### config.mk
export PLATFORM = sky130hd
export DESIGN_NAME = xcl_victim_hier
export DESIGN_NICKNAME = d
export VERILOG_FILES = /design/src/rtl/xcl_victim_hier.sv
export SDC_FILE = /design/constraint.sdc
export NUM_CORES = 2
export LEC_CHECK = 0
export BUFFER_PORTS_ARGS = -buffer_cell sky130_fd_sc_hd__buf_2
export CAP_MARGIN = 25
export CORE_ASPECT_RATIO = 1.1
export CORE_MARGIN = 3
export CORE_UTILIZATION = 45
export DETAILED_ROUTE_END_ITERATION = 10
export PLACE_DENSITY = 0.63
export SETUP_SLACK_MARGIN = 0.02
export SYNTH_ARGS = -nofsm -noshare
export SYNTH_HDL_FRONTEND = slang
export SYNTH_SLANG_ARGS = --single-unit
export TNS_END_PERCENT = 1
### constraint.sdc
create_clock -name clk -period 14.47 [get_ports clk]
set_input_delay 2.894 -clock clk [delete_from_list [all_inputs] [get_ports clk]]
set_output_delay 2.894 -clock clk [all_outputs]
set_load 0.005 [all_outputs]
### src/rtl/xcl_victim_hier.sv
module xcl_victim_hier #(
  parameter int ADDR_W    = 48,
  parameter int BLK_BYTES = 4,
  parameter int L1_LINES  = 8,
  parameter int L1_WAYS   = 2,
  parameter bit L1_LRU    = 1'b0,
  parameter int L2_LINES  = 4,
  parameter int L2_WAYS   = 4,
  parameter int CNT_W     = 32
) (
  input  logic              clk,
  input  logic              rst_n,
  input  logic              req_valid,
  input  logic              req_write,
  input  logic [ADDR_W-1:0] req_addr,
  output logic              req_ready,
  output logic              done,
  output logic              resp_l1_hit,
  output logic              resp_l2_hit,
  output logic [CNT_W-1:0]  mem_rd_cnt,
  output logic [CNT_W-1:0]  mem_wr_cnt,
  output logic [CNT_W-1:0]  l1_hit_cnt,
  output logic [CNT_W-1:0]  l1_miss_cnt,
  output logic [CNT_W-1:0]  l2_hit_cnt,
  output logic [CNT_W-1:0]  l2_miss_cnt
);
  localparam int OFF_W   = $clog2(BLK_BYTES);
  localparam int BA_W    = ADDR_W - OFF_W;
  localparam int L1_SETS = L1_LINES / L1_WAYS;
  localparam int L2_SETS = L2_LINES / L2_WAYS;
  localparam int STW     = 32;

  typedef enum logic [1:0] {S_IDLE, S_LOOK, S_FILL, S_SPILL} st_t;
  st_t st;

  logic            l1_v [L1_LINES];
  logic [BA_W-1:0] l1_t [L1_LINES];
  logic [STW-1:0]  l1_s [L1_LINES];
  logic            l2_v [L2_LINES];
  logic [BA_W-1:0] l2_t [L2_LINES];
  logic [STW-1:0]  l2_s [L2_LINES];
  logic [STW-1:0]  l1_clk, l2_clk;

  logic [BA_W-1:0] cur_blk, spill_blk, l2_key;
  logic            cur_wr, looking;
  int              l1_set, l2_set, l1_base, l2_base;
  int              l1_hw, l1_vw, l2_hw, l2_vw;
  logic            l1_hit, l2_hit, l1_full, l2_full;
  logic [STW-1:0]  l1_min, l2_min;

  assign req_ready = (st == S_IDLE);
  assign looking   = (st == S_LOOK);
  assign l2_key    = (st == S_SPILL) ? spill_blk : cur_blk;
  assign l1_set    = int'(cur_blk % BA_W'(L1_SETS));
  assign l2_set    = int'(l2_key % BA_W'(L2_SETS));
  assign l1_base   = l1_set * L1_WAYS;
  assign l2_base   = l2_set * L2_WAYS;

  always_comb begin
    l1_hit = 1'b0; l1_hw = 0; l1_vw = 0; l1_full = 1'b1; l1_min = '1;
    for (int w = 0; w < L1_WAYS; w++) begin
      if (l1_v[l1_base+w] && l1_t[l1_base+w] == cur_blk) begin
        l1_hit = 1'b1; l1_hw = w;
      end
      if (l1_full) begin
        if (!l1_v[l1_base+w]) begin
          l1_full = 1'b0; l1_vw = w;
        end else if (l1_s[l1_base+w] < l1_min) begin
          l1_min = l1_s[l1_base+w]; l1_vw = w;
        end
      end
    end
  end

  always_comb begin
    l2_hit = 1'b0; l2_hw = 0; l2_vw = 0; l2_full = 1'b1; l2_min = '1;
    for (int w = 0; w < L2_WAYS; w++) begin
      if (l2_v[l2_base+w] && l2_t[l2_base+w] == l2_key) begin
        l2_hit = 1'b1; l2_hw = w;
      end
      if (l2_full) begin
        if (!l2_v[l2_base+w]) begin
          l2_full = 1'b0; l2_vw = w;
        end else if (l2_s[l2_base+w] < l2_min) begin
          l2_min = l2_s[l2_base+w]; l2_vw = w;
        end
      end
    end
  end

  always_ff @(posedge clk) begin
    if (!rst_n) begin
      st <= S_IDLE;
      done <= 1'b0; resp_l1_hit <= 1'b0; resp_l2_hit <= 1'b0;
      mem_rd_cnt <= '0; mem_wr_cnt <= '0;
      l1_hit_cnt <= '0; l1_miss_cnt <= '0; l2_hit_cnt <= '0; l2_miss_cnt <= '0;
      l1_clk <= '0; l2_clk <= '0;
      cur_blk <= '0; spill_blk <= '0; cur_wr <= 1'b0;
      for (int i = 0; i < L1_LINES; i++) l1_v[i] <= 1'b0;
      for (int i = 0; i < L2_LINES; i++) l2_v[i] <= 1'b0;
    end else begin
      done <= 1'b0;
      case (st)
        S_IDLE: if (req_valid) begin
          cur_blk <= req_addr[ADDR_W-1:OFF_W];
          cur_wr  <= req_write;
          st      <= S_LOOK;
        end
        S_LOOK: begin
          if (cur_wr) mem_wr_cnt <= mem_wr_cnt + 1'b1;
          if (l1_hit) begin
            l1_hit_cnt <= l1_hit_cnt + 1'b1;
            if (L1_LRU) begin
              l1_s[l1_base+l1_hw] <= l1_clk;
              l1_clk <= l1_clk + 1'b1;
            end
            resp_l1_hit <= 1'b1; resp_l2_hit <= 1'b0;
            done <= 1'b1;
            st <= S_IDLE;
          end else begin
            l1_miss_cnt <= l1_miss_cnt + 1'b1;
            resp_l1_hit <= 1'b0;
            if (l2_hit) begin
              l2_hit_cnt <= l2_hit_cnt + 1'b1;
              l2_v[l2_base+l2_hw] <= 1'b0;
              resp_l2_hit <= 1'b1;
            end else begin
              l2_miss_cnt <= l2_miss_cnt + 1'b1;
              mem_rd_cnt  <= mem_rd_cnt + 1'b1;
              resp_l2_hit <= 1'b0;
            end
            st <= S_FILL;
          end
        end
        S_FILL: begin
          l1_v[l1_base+l1_vw] <= 1'b1;
          l1_t[l1_base+l1_vw] <= cur_blk;
          l1_s[l1_base+l1_vw] <= l1_clk;
          l1_clk <= l1_clk + 1'b1;
          if (l1_full) begin
            spill_blk <= l1_t[l1_base+l1_vw];
            st <= S_SPILL;
          end else begin
            done <= 1'b1;
            st <= S_IDLE;
          end
        end
        default: begin
          l2_v[l2_base+l2_vw] <= 1'b1;
          l2_t[l2_base+l2_vw] <= spill_blk;
          l2_s[l2_base+l2_vw] <= l2_clk;
          l2_clk <= l2_clk + 1'b1;
          done <= 1'b1;
          st <= S_IDLE;
        end
      endcase
    end
  end
endmodule

# --- Word-level counts from Yosys, hierarchy flattened ---
# Memory sizes are Yosys's and may differ from the RTL's. A register that Yosys moved wholly into a read port is not among the register bits.
# Index checks and enable logic that the tools add are counted.
word_totals:
  reg_bits: 308
  ram_bits: 948
  in_bits: 52
  out_inout_bits: 196
  n_memories: 6
mem_list:
  columns: ["memory", "depth", "word_bits", "rd", "rd_ports_with_merged_regs", "wr", "line", "source"]
  rows:
  - ["l1_t", 8, 46, 3, 2, 1, "37", "logic [BA_W-1:0] l1_t [L1_LINES];"]
  - ["l1_s", 8, 32, 2, 1, 1, "38", "logic [STW-1:0] l1_s [L1_LINES];"]
  - ["l2_t", 4, 46, 4, 0, 1, "40", "logic [BA_W-1:0] l2_t [L2_LINES];"]
  - ["l2_s", 4, 32, 4, 0, 1, "41", "logic [STW-1:0] l2_s [L2_LINES];"]
  - ["l1_v", 8, 1, 2, 1, 8, "36", "logic l1_v [L1_LINES];"]
  - ["l2_v", 4, 1, 4, 0, 4, "39", "logic l2_v [L2_LINES];"]
classes:
  addsub: 10
  order_cmp: 6
  n_eq_ne: 10
  muxes: 74
  bitwise_logic: 2
  n_reduce_logical: 19
op_table:
  columns: ["cell", "count"]
  rows:
  - ["$mux W32", 10]
  - ["$eq A46 B46 Y1", 6]
  - ["$add A32 B1 Y32 const B", 8]
  - ["$lt A32 B32 Y1", 4]
  - ["$lt A32 B32 Y1 const B", 2]
  - ["$mux W46", 1]
  - ["$mux W1", 41]
  - ["$mux W2", 13]
  - ["$mux W3", 7]
  - ["$reduce_and A2 Y1", 5]
  - ["$logic_and A1 B1 Y1", 6]
  - ["$pmux W2 S3", 1]
  - ["$reduce_and A3 Y1", 2]
  - ["$eq A2 B2 Y1 const B", 2]
  - ["$add A3 B1 Y3 const B", 1]
  - ["$add A3 B3 Y3", 1]
  - ["$pmux W1 S3", 1]
  - ["$reduce_or A1 Y1", 3]
  - ["$reduce_or A3 Y1", 1]
  - ["$eq A2 B1 Y1 const B", 1]
  - ["$logic_not A2 Y1", 1]
  - ["$ne A2 B2 Y1 const B", 1]
  - ["$not A1 Y1", 2]
  - ["$logic_not A1 Y1", 1]

# --- Depth between registers and ports, before layout ---
# An unclocked memory read counts as a cell.
logic_depth:
  ltp_word: 17
  mapped_depth: 42
  depth_no_buf: 37

# --- Worst setup path before layout ---
# OpenSTA, ideal clock, no wires.
synth_path:
  kind: "reg2reg"
  startpoint: "memory l2_s[0][9]"
  endpoint: "memory l2_s[2][0], enable pin"
  arrival_ns: 11.546
  path_slack_ns: 2.409
  path_stages_with_launch: 40
  n_path_buf: 5
  synth_period_minus_slack_ns: 12.061
  cell_sequence: "edfxtp_1 -> nand4_1 -> or4_1 -> o21ai_0 -> clkbuf_1 -> clkbuf_1 -> nor2_1 -> ha_1 -> and3_1 -> a221o_1 -> a21oi_1 -> nor2_1 -> or3_1 -> clkbuf_1 -> clkbuf_1 -> nor2_1 -> a21oi_1 -> nor2_1 -> [4 not listed] -> nand3_1 -> nor3_1 -> a21oi_1 -> nor2_1 -> clkbuf_1 -> mux2_2 -> ha_1 -> a2111oi_0 -> nand2_1 -> a31oi_1 -> o221ai_1 -> or4_1 -> nand2b_1 -> nand2_1 -> o31ai_1 -> a22oi_1 -> nand3b_1 -> nor2_1"
synth_lines:
  columns: ["item", "line"]
  rows:
  - ["from (decl)", "41"]

==> impl_metrics.sql <==
INSERT INTO impl_metrics (metric_group, metric, value, unit) VALUES
('clocking', 'tritoncts.num_buffers', '135', ''),
('power', 'static-leakage-power', '22.7', 'nW'),
('power', 'total_power_density_per_cell_area', '120', 'nW/µm²'),
('routing', 'drt-wirelength-per-cell', '24.6', 'µm'),
('sta', 'setup_total_negative_slack', '0', 'ps'),
('critical_path', 'crit_path_max_incr_delay', '760', 'ps'),
('floorplan', 'core_region_area', '127000', 'µm²'),
('routing', 'post-route-drc-count', '0', ''),
('placement', 'dpl_cell_area', '61200', 'µm²'),
('routing', 'dr_total_vias', '37682', ''),
('sta', 'finalSetupViolCount', '0', ''),
('min_path', 'min_to', 'l1_v[1]', ''),
('sta', 'max_freq', '0.0817', 'GHz'),
('clocking', 'worstSkewPairLatency', '780', 'ps'),
('yosys', 'post_synth.cell_area_avg', '13.2', 'µm²'),
('run', 'drv.max_cap_violation_count', '0', ''),
('finish', 'layout-drive-gt1-share', '16.5', '%'),
('sta', 'period_needed', '12240', 'ps'),
('floorplan', 'die_y', '382', 'µm'),
('critical_path', 'cp-end-kind', 'flip-flop', ''),
('placement', 'cells_after_dpl', '6185', ''),
('global_routing', 'grt_busiest_layer', 'met2', ''),
('global_routing', 'grt_max_degree', '202', ''),
('yosys', 'synthDistinctLibCells', '80', ''),
('placement', 'port_buffers', '245', ''),
('critical_path', 'timing_worst_setup_path_type', 'flip-flop to flip-flop', ''),
('clocking', 'ctsRootBufferMaster', 'sky130_fd_sc_hd__clkbuf_16', ''),
('global_routing', 'grt_pass1_wl', '237000', 'µm'),
('floorplan', 'die_width', '348', 'µm'),
('global_routing', 'globalRouteTotalUtil', '23.6', '%'),
('clocking', 'ctsHoldBuffers', '0', ''),
('floorplan', 'top_level_ports', '248', ''),
('clocking', 'htreeDepth', '4', ''),
('yosys', 'number_of_enable_flip_flop_cells_after_synthesis', '937', ''),
('min_path', 'holdPathStages', '2', ''),
('global_routing', 'grt_remaining_overflow', '0', ''),
('finish', 'final_design_area_no_fill', '65700', 'µm²'),
('clocking', 'clock_sink_count', '1304', ''),
('placement', 'gp_routability_congestion', '0.976', ''),
('sta', 'max_slew.worst_pin.slew', '1080', 'ps'),
('clocking', 'tritoncts', 'done', ''),
('yosys', 'ys_warn_count', '0', ''),
('finish', 'area_of_the_multi_input_gates', '21100', 'µm²'),
('yosys', 'postSynth.asyncResetShare', '0', '%'),
('clocking', 'postCtsSetupBuffers', '0', ''),
('floorplan', 'initial_core_util', '45.5', '%'),
('routing', 'detail_route.first_pass.iterations', '8', ''),
('power', 'total_power', '7.90', 'mW'),
('yosys', 'synthesis.area', '57900', 'µm²'),
('min_path', 'hold_path.class', 'flip-flop to flip-flop', ''),
('yosys', 'synthTopCellsByArea', 'sky130_fd_sc_hd__edfxtp_1 (49%), sky130_fd_sc_hd__dfxtp_1 (13%), sky130_fd_sc_hd__mux4_2 (7.4%)', ''),
('global_routing', 'antenna_found_initial', '4', ''),
('sta', 'worst_clock_skew', '35.6', 'ps'),
('global_routing', 'use_met3', '3.79', '%'),
('yosys', 'net_count_synth', '4587', ''),
('floorplan', 'rows', '137', ''),
('status', 'run_status', 'finished, final reports clean', ''),
('critical_path', 'worst_path_most_repeated_cell', 'sky130_fd_sc_hd__a21oi_1', ''),
('critical_path', 'worstPathMaxFanout', '45', ''),
('yosys', 'synth_sequential_area_ratio', '61.3', '%'),
('sta', 'final_max_slew_viol_count', '0', ''),
('sta', 'timing.final.hold_violations', '0', ''),
('yosys', 'synth-main-ff-cell', 'sky130_fd_sc_hd__edfxtp_1', ''),
('critical_path', 'ff2ff_path_depth', '39', ''),
('sta', 'fin_crit_sh', '84.6', '%'),
('critical_path', 'timing.critical_path.from_type', 'flip-flop', ''),
('clocking', 'post_cts.resized_instances', '0', ''),
('critical_path', 'critical-path-slowest-cell', 'sky130_fd_sc_hd__nor2_4', ''),
('clocking', 'max-clock-path-buffers', '3', ''),
('critical_path', 'worst-endpoint-required', '14900', 'ps'),
('clocking', 'clk_transition_reported_paths', '60', 'ps');
==> kinds of logic (layout without fill, tap and decap cells) <==
kind of cell             Yosys count  after routing  synth area share [%]
AO/OA/AOI/OAI                    670            670                  7.17
XOR/XNOR                         410            410                  6.20
AND/OR/NAND/NOR                 1191           1191                  10.1
other                              0              2                     0
adder cells (fa/ha/maj)          130            130                  2.81
multiplexers                     333            333                  9.91
buffers and inverters            367            726                  2.58
flip-flops                      1304           1304                  61.3
==> worst max path at each step <==
| stage | startpoint | to | slack (ps) | depth (start not counted) |
|---|---|---|---|---|
| 2_1_floorplan | l2_s[0][9] | l2_s[2][0] | 2410 | 39 |
| 3_3_place_gp | l2_s[0][17] | l2_t[2][43] | 2520 | 38 |
| 3_5_place_dp | l2_s[0][17] | l2_t[2][33] | 2330 | 38 |
| 4_1_cts | l2_s[0][17] | l2_t[2][15] | 2300 | 38 |
| 5_1_grt | l2_s[0][17] | l2_t[2][31] | 1500 | 38 |
| 6_report | l2_s[0][25] | l2_t[2][14] | 2230 | 39 |
==> per-stage QoR <==
| stage | setup slack, ps | util (%) |
|---|---|---|
| 2_1_floorplan | 2410 | - |
| 3_3_place_gp | 2520 | 48.0 |
| 3_5_place_dp | 2330 | 48.1 |
| 4_1_cts | 2300 | 51.6 |
| 5_1_grt | 1500 | 51.6 |
| 6_report | 2230 | 51.6 |
==> critical path: cells and delay by family (launching register included) <==
kind | cells | cell delay [ps]
multiplexers | 1 | 360
adder cells (fa/ha/maj) | 3 | 930
AND/OR/NAND/NOR | 20 | 6220
AO/OA/AOI/OAI | 10 | 2440
flip-flops | 1 | 390
buffers and inverters | 5 | 1470
==> area by class of cell <==
class	instances	area share (%)
inverters	145	0.840
multi-input cells	2734	32.1
flip-flops and latches	1304	54.0
diodes	2	0.00761
repair buffers	335	3.06
clock inverters	56	0.940
well taps	1668	3.18
clock buffers	190	5.87
==> placed cells by master (no fill, tap or decap), types with 17 or more instances in the layout <==
cell / netlist / final
sky130_fd_sc_hd__edfxtp_1: 937 / 937
sky130_fd_sc_hd__nor2_1: 374 / 363
sky130_fd_sc_hd__dfxtp_1: 367 / 363
sky130_fd_sc_hd__a21oi_1: 271 / 271
sky130_fd_sc_hd__nand2_1: 268 / 267
sky130_fd_sc_hd__buf_2: 41 / 246
sky130_fd_sc_hd__xnor2_1: 221 / 221
sky130_fd_sc_hd__mux4_2: 190 / 190
sky130_fd_sc_hd__xor2_1: 189 / 189
sky130_fd_sc_hd__o21ai_0: 148 / 146
sky130_fd_sc_hd__inv_1: 144 / 144
sky130_fd_sc_hd__clkbuf_16: 0 / 140
sky130_fd_sc_hd__ha_1: 130 / 130
sky130_fd_sc_hd__mux2i_1: 124 / 124
sky130_fd_sc_hd__nand4_1: 107 / 107
sky130_fd_sc_hd__nand3_1: 101 / 101
sky130_fd_sc_hd__buf_4: 13 / 79
sky130_fd_sc_hd__or3_1: 54 / 54
sky130_fd_sc_hd__nor3_1: 52 / 52
sky130_fd_sc_hd__and3_1: 52 / 52
sky130_fd_sc_hd__clkbuf_1: 151 / 33
sky130_fd_sc_hd__or4_1: 32 / 32
sky130_fd_sc_hd__nor4_1: 31 / 29
sky130_fd_sc_hd__and4_1: 27 / 27
sky130_fd_sc_hd__and2_1: 30 / 27
sky130_fd_sc_hd__o22ai_1: 26 / 26
sky130_fd_sc_hd__a21o_1: 25 / 25
sky130_fd_sc_hd__nor2b_1: 20 / 20
sky130_fd_sc_hd__clkinv_1: 1 / 20
sky130_fd_sc_hd__o31ai_1: 20 / 19
sky130_fd_sc_hd__a221oi_1: 18 / 18
sky130_fd_sc_hd__o221ai_1: 17 / 17
sky130_fd_sc_hd__mux2_2: 17 / 17
sky130_fd_sc_hd__clkbuf_8: 0 / 17
==> state kept, by name, indices dropped and copies added (netlist names), named ones only <==
register,cells
l1_t,368
l1_s,256
l2_t,184
l2_s,128
cur_blk,46
spill_blk,46
l1_clk,32
l1_hit_cnt,32
l1_miss_cnt,32
l2_clk,32
l2_hit_cnt,32
l2_miss_cnt,32
mem_rd_cnt,32
mem_wr_cnt,32
l1_v,8
l2_v,4
st,2
cur_wr,1
done,1
resp_l1_hit,1
resp_l2_hit,1
==> layer usage <==
layer | share of wire, % | up-vias
li1 | - | 17090
met4 | 4.1 | 2
met3 | 7.1 | 294
met1 | 41 | 18846
met5 | 0.0082 | -
met2 | 48 | 1450
==> synthesized netlist by cell type, types with 18 or more instances <==
cell,n
sky130_fd_sc_hd__edfxtp_1,937
sky130_fd_sc_hd__or4_1,32
sky130_fd_sc_hd__inv_1,144
sky130_fd_sc_hd__o31ai_1,20
sky130_fd_sc_hd__a21oi_1,271
sky130_fd_sc_hd__o21ai_0,148
sky130_fd_sc_hd__and4_1,27
sky130_fd_sc_hd__nand4_1,107
sky130_fd_sc_hd__ha_1,130
sky130_fd_sc_hd__nor2_1,374
sky130_fd_sc_hd__clkbuf_1,151
sky130_fd_sc_hd__nand2_1,268
sky130_fd_sc_hd__mux4_2,190
sky130_fd_sc_hd__a21o_1,25
sky130_fd_sc_hd__buf_2,41
sky130_fd_sc_hd__nor4_1,31
sky130_fd_sc_hd__or3_1,54
sky130_fd_sc_hd__nor2b_1,20
sky130_fd_sc_hd__xor2_1,189
sky130_fd_sc_hd__a221oi_1,18
sky130_fd_sc_hd__nand3_1,101
sky130_fd_sc_hd__nor3_1,52
sky130_fd_sc_hd__and3_1,52
sky130_fd_sc_hd__and2_1,30
sky130_fd_sc_hd__o22ai_1,26
sky130_fd_sc_hd__dfxtp_1,367
sky130_fd_sc_hd__mux2i_1,124
sky130_fd_sc_hd__xnor2_1,221
==> report_power, final <==
| part | switching [mW] | internal, mW |
|---|---|---|
| sequential | 0.0318 | 3.99 |
| combinational | 0.229 | 0.139 |
| clock | 1.49 | 2.02 |
(Power assumes the default switching activity.)
